## src/rtl/link_err_mon.sv

```systemverilog
module link_err_mon #(
  parameter int CNT_W       = 8,
  parameter int WIN_MAX_LOG = 16,
  parameter int WL_W        = $clog2(WIN_MAX_LOG + 1),
  parameter int EXP_W       = $clog2(CNT_W + 1)
) (
  input  logic             clk,
  input  logic             rst_n,
  input  logic             sym_vld,
  input  logic             viol,
  input  logic [WL_W-1:0]  win_log,
  input  logic [EXP_W-1:0] thresh,
  input  logic             fault_clr,
  output logic [CNT_W-1:0] err_cnt,
  output logic [EXP_W-1:0] ber_exp,
  output logic             fault_req
);

  localparam logic [CNT_W-1:0] SAT = {CNT_W{1'b1}};

  function automatic logic [EXP_W-1:0] bitlen(input logic [CNT_W-1:0] v);
    bitlen = '0;
    for (int i = 0; i < CNT_W; i++)
      if (v[i]) bitlen = EXP_W'(i + 1);
  endfunction

  logic [WIN_MAX_LOG-1:0] sym_cnt;
  logic [CNT_W-1:0]       acc;
  logic                   hit_prev;

  logic [WL_W-1:0]        nsel;
  logic [WIN_MAX_LOG:0]   lim;
  logic                   win_end;
  logic [CNT_W-1:0]       acc_nxt;
  logic [EXP_W-1:0]       exp_nxt;
  logic                   hit;

  assign nsel    = (win_log > WL_W'(WIN_MAX_LOG)) ? WL_W'(WIN_MAX_LOG) : win_log;
  assign lim     = ((WIN_MAX_LOG+1)'(1) << nsel) - (WIN_MAX_LOG+1)'(1);
  assign win_end = sym_vld && ({1'b0, sym_cnt} >= lim);
  assign acc_nxt = (sym_vld && viol && acc != SAT) ? acc + CNT_W'(1) : acc;
  assign exp_nxt = bitlen(acc_nxt);
  assign hit     = exp_nxt >= thresh;

  always_ff @(posedge clk) begin
    if (!rst_n) begin
      sym_cnt   <= '0;
      acc       <= '0;
      hit_prev  <= 1'b0;
      err_cnt   <= '0;
      ber_exp   <= '0;
      fault_req <= 1'b0;
    end else begin
      if (win_end) begin
        sym_cnt   <= '0;
        acc       <= '0;
        err_cnt   <= acc_nxt;
        ber_exp   <= exp_nxt;
        hit_prev  <= hit;
        fault_req <= fault_req | (hit & hit_prev);
      end else if (sym_vld) begin
        sym_cnt <= sym_cnt + WIN_MAX_LOG'(1);
        acc     <= acc_nxt;
      end
      if (fault_clr) begin
        fault_req <= 1'b0;
        hit_prev  <= 1'b0;
      end
    end
  end

  p_idle_hold_r1: assert property (@(posedge clk) disable iff (!rst_n)
    !sym_vld |=> $stable(acc) && $stable(sym_cnt) && $stable(err_cnt));

  p_no_wrap_r3: assert property (@(posedge clk) disable iff (!rst_n)
    (acc == SAT && !win_end) |=> acc == SAT);

  p_restart_r4: assert property (@(posedge clk) disable iff (!rst_n)
    win_end |=> acc == '0 && sym_cnt == '0);

  p_exp_len_r5: assert property (@(posedge clk) disable iff (!rst_n)
    ((err_cnt >> ber_exp) == '0) && (ber_exp == '0 || err_cnt[ber_exp - EXP_W'(1)]));

  p_rise_on_end_r6: assert property (@(posedge clk) disable iff (!rst_n)
    (!fault_req && !(win_end && !fault_clr)) |=> !fault_req);

  p_clear_r8: assert property (@(posedge clk) disable iff (!rst_n)
    fault_clr |=> !fault_req);

  p_sticky_r8: assert property (@(posedge clk) disable iff (!rst_n)
    (fault_req && !fault_clr) |=> fault_req);

endmodule

```

## config.mk

```make
export PLATFORM = sky130hd
export DESIGN_NAME = link_err_mon
export DESIGN_NICKNAME = d
export VERILOG_FILES = /design/src/rtl/link_err_mon.sv
export SDC_FILE = /design/constraint.sdc
export NUM_CORES = 1
export LEC_CHECK = 0
export BUFFER_PORTS_ARGS = -buffer_cell sky130_fd_sc_hd__buf_2
export CORE_UTILIZATION = 53
export DETAILED_ROUTE_END_ITERATION = 8
export PLACE_DENSITY = 0.77
export SYNTH_ARGS = -nofsm -noshare
export SYNTH_HDL_FRONTEND = slang
export SYNTH_SLANG_ARGS = --single-unit
```

## constraint.sdc

```tcl
create_clock -name clk -period 4.27 [get_ports clk]
set_input_delay 0.854 -clock clk [delete_from_list [all_inputs] [get_ports clk]]
set_output_delay 0.854 -clock clk [all_outputs]
set_load 0.1 [all_outputs]
```

After elaboration in Yosys (flattened, before gate mapping) --
Index checks and enable logic that the tools add are counted. W data, S select, Z words.
Storage, ports and cells: output and inout bits 13, bits in latches 0, RAM bits 0, bits in read-only memories 0, bits in registers 38, input port bits 14, memories kept 0
Operators by class: muxes and demuxes 10, add/subtract/negate cells 3, shifts and indexed selects 1, bitwise logic cells 3, reductions and logical operators 5, multipliers 0, div/mod/pow operators 0, magnitude comparators 3, equality and inequality tests 1
Operator list (count):
- $mux W4 | 7
- $ge A16 B17 Y1 | 1
- $shl A1 B5 Y17 const A | 1
- $sub A17 B2 Y17 const B | 1
- $add A16 B1 Y16 const B | 1
- $add A8 B1 Y8 const B | 1
- $mux W8 | 1
- $ne A8 B8 Y1 const B | 1
- $gt A5 B5 Y1 const B | 1
- $mux W5 | 1
- $ge A4 B4 Y1 | 1
- $reduce_or A2 Y1 | 2
- $logic_and A1 B1 Y1 | 3
- $and A1 B1 Y1 | 1
- $mux W1 | 1
- $not A1 Y1 | 1
- $or A1 B1 Y1 | 1

Longest topological paths before layout --
word-level depth 14, mapped depth 18, mapped depth without buffers 16

Least setup slack after synthesis --
OpenSTA, ideal clock, no wires.
path type in2reg, from input win_log[4], to register ber_exp[0], data required time 4153 ps, slack 209 ps, data arrival time 3944 ps, stages 18, setup time 117 ps, buffers on the path 3, path through clkbuf_1 > nor3_1 > nand3b_1 > ha_1 > clkbuf_1 > nand2_1 > nand2_1 > a22o_1 > a21boi_0 > ha_1 > a21oi_1 > o21ai_0 > or3_4 > o211a_4 > nor2_8 > buf_8 > nor2_1 > a32o_1
Between the ends: longest elaborated chain between the ends 6
Ends and longest elaborated chain:
- from (decl) | line 11 | input logic [WL_W-1:0] win_log,
- $gt A5 B5 Y1 | line 38 | assign nsel = (win_log > WL_W'(WIN_MAX_LOG)) ? WL_W'(WIN_MAX_LOG) : win_log;
- $mux W5 * | line 38
- $shl A1 B5 Y17 * | line 39 | assign lim = ((WIN_MAX_LOG+1)'(1) << nsel) - (WIN_MAX_LOG+1)'(1);
- $sub A17 B2 Y17 * | line 39
- $ge A16 B17 Y1 * | line 40 | assign win_end = sym_vld && ({1'b0, sym_cnt} >= lim);
- $logic_and A1 B1 Y1 * | line 40
- to (signal assigned) | line 58 | ber_exp <= exp_nxt;
- to (decl) | line 15 | output logic [EXP_W-1:0] ber_exp,
Mark *: on every way between the ends. The rest lies on a longest branch, timed or not. A chain may end at the register's enable or synchronous reset.

Final worst setup path --
from input win_log[1], to register ber_exp[0]
Same word-level chain as after synthesis.

==> flow_summary.ini <==
[outcome]
outcome = complete, but fails checks
failed_checks = design-rule violations

[placed_design]
place.gp.congestion = 0.894
preCtsSetupSlack_ns = -0.0399
hpwl_detailed_mm = 4.11
placed_inst_area_um2 = 2660
io_buffer_count = 26

[power]
vdd_ir_drop_max_mv = 0.157
leakage_nw = 1.29
powerDensity_nw_per_um2 = 265

[clock_network]
cts_tree = done
path_clk_slew_ns = 0.07
cts_root_buf = clkbuf_8
cts_hold_buf = 0
cts-buffers-inserted = 5
clock_latency_ns = 0.29
htree_num_levels = 2
clock_path_buffers = 2
tritoncts_num_sinks = 37

[drt]
detail_route.iter0.violations = 139
drcViolationCount = 2
route.detailed.wl_per_inst_um = 14.8
via_count = 2247
vias_per_cell = 5.99
wire_length_reported_by_the_detailed_router_mm = 5.54
detail_route.first_pass.iterations = 6
ant_nets_after_route = 0

[yosys]
synth_top_cells_by_count = dfxtp_1 (37), nor2_1 (33), ha_1 (23), nand2_1 (22), a21oi_1 (17)
synth-edff-count = 0
yosys_warnings = 0
syn_avg_cell_area_um2 = 8.40
synthArstFlopShare_pct = 0
synth-seq-cells = 37
netlist_instances = 297
synth_cell_type_count = 54
mappedNetlistNets = 334
sequential_fraction_of_the_synthesis_area_pct = 29.7
netlist_area_um2 = 2490
ys.flop_type = dfxtp_1
netlist.area_leader.share_pct = 29.7
yosys.cell_count.top_type = dfxtp_1
post-synth-top-area-cell = dfxtp_1
yosys-top-cells-area = dfxtp_1 (30%), ha_1 (12%), nor2_1 (5.0%)

[timing]
holdWs_ns = 0.458
setup_viol_count_final = 0
timing.fmax_mhz = 253
slew_headroom_pct = 67.1
min_period_over_period_pct = 92.6
worst_slack_ns = 0.315
grt_setup_unrepaired = no
final_hold_viol_count = 0
clock_skew_ns = 0.00257
fin_crit_ns = 3.96
worst-slew-pin-transition_ns = 0.490
timing_max_transition_violations_final = 0
final.setup.tns_ns = 0

[floorplan]
die_width_um = 70.6
dieHeight_um = 70.6
initial_core_utilization_pct = 56.1
die_area_um2 = 4980
core_area_um2 = 4440
boundaryPins = 27
std_cell_rows = 24

[finish]
antenna_cells = 0
area_growth_pct = 11.5
finalNetCount = 359
drive_above_1_share_pct = 19.2
final_design_instance_area_without_fill_um2 = 2780

[grt]
number_of_antenna_violations_at_the_first_check_in_global_routing = 0
grtUsageTotal_pct = 24.4
global_route.overflow_total = 0
grt_pass1_vias = 2202
grt_max_degree = 26
wire_length_of_the_first_global_routing_pass_mm = 9.75

[setup_path]
critPathKind = in -> reg
worstPathRequired_ns = 4.46
critPathCaptureType = flip-flop
setup.worst_path.start_class = input port
crit-reg2reg-capture = fault_req
worstPathMaxFanout = 15
r2r_start = acc[0]
worst-endpoint-arrival_ns = 4.14
worst-r2r-cell-count = 16
regToRegSetupSlack_ns = 1.07

[hold_path]
hp-start = ber_exp[1]
min_path_type = reg -> reg
hold_depth = 2
hold_path_end = ber_exp[1]

[flow_run]
cap_viol_max_count = 0
==> flip-flops by register name (all words and copies together), names as in the netlist <==
signal	count
acc	8
ber_exp	3
err_cnt	8
fault_req	1
hit_prev	1
sym_cnt	16
==> cells in the final DEF (no fill, tap or decap), types with 3 or more instances in the layout <==
cell,n
a21boi_0,3
a21oi_1,17
a31o_2,3
a31oi_1,3
and3_1,8
and4_1,4
buf_2,26
buf_4,7
clkbuf_8,5
dfxtp_1,37
ha_1,23
inv_1,8
mux2i_1,6
nand2_1,22
nand2b_1,4
nand3_1,14
nand3b_1,5
nand4_1,8
nor2_1,33
nor2b_1,7
nor3_1,3
o21ai_0,11
o21bai_1,3
o311a_2,3
or2_2,3
or3_1,3
xnor2_1,9
xor2_1,7
==> per-layer routing <==
| metal | vias up | GRT usage, % | part of all wire, % |
|---|---|---|---|
| li1 | 1125 | - | - |
| met1 | 1046 | 28.8 | 43 |
| met2 | 58 | 43.6 | 51 |
| met3 | 18 | 4.84 | 3.3 |
| met4 | 0 | 10.0 | 3.0 |
| met5 | - | 0 | 0 |
==> report_power, final <==
group | internal [mW] | total [mW] | switching [mW]
Sequential | 0.348 | 0.351 | 0.00345
Clock | 0.175 | 0.304 | 0.129
Combinational | 0.0335 | 0.0824 | 0.0489
==> cell families after synthesis <==
| group | after synthesis | synth area share [%] |
|---|---|---|
| xor+xnor | 16 | 5.62 |
| simple gates | 126 | 27.2 |
| flops | 37 | 29.7 |
| buf+inv | 23 | 4.47 |
| mux | 6 | 2.41 |
| compound gates | 66 | 19.0 |
| fa+ha+maj | 23 | 11.5 |
==> worst max path at each step <==
stage | from | end | slack [ns] | cells past startpoint
after global placement | win_log[2] | acc[7] | 0.07 | 15
after detailed placement | win_log[2] | sym_cnt[13] | -0.04 | 15
after floorplan | win_log[4] | ber_exp[0] | 0.21 | 18
after CTS | win_log[2] | acc[2] | 0.21 | 15
final | win_log[1] | ber_exp[0] | 0.31 | 15
after global routing | win_log[2] | sym_cnt[6] | 0.03 | 15
==> worst max-delay path, stage by stage <==
cell and delay [ns]:
buf_2 0.18, nor2_1 0.19, nand2_1 0.11, ha_1 0.30, or3_1 0.37, o21ai_0 0.18
a32oi_1 0.13, ha_1 0.33, a211oi_2 0.19, nor2_1 0.07, or3_4 0.38, o211a_4 0.28
nor2_8 0.26, nor2_1 0.10, a32o_1 0.21
==> through the flow <==
stage | std cells | total power, mW | utilization (%)
detailed placement | 367 | 0.438 | 59.9
global placement | 367 | 0.436 | 59.9
floorplan | 297 | 0.414 | -
CTS | 375 | 0.742 | 62.4
global route | 375 | 0.770 | 62.6
finish | 375 | 0.738 | 62.6
==> cell type report <==
class                           count  area [um^2]
Timing Repair Buffer               33          183
Fill cell                         393         1660
Multi-Input combinational cell    237         1650
Clock buffer                        6         72.6
Inverter                            8         30.0
Tap cell                           52         65.1
Clock inverter                      2         38.8
Sequential cell                    37          741
==> timing repair <==
item	CTS	global route
buffers inserted	0	0
setup endpoints to repair	0	26
gates resized for setup	0	2
No activity file was read; power rests on OpenSTA's default activity.
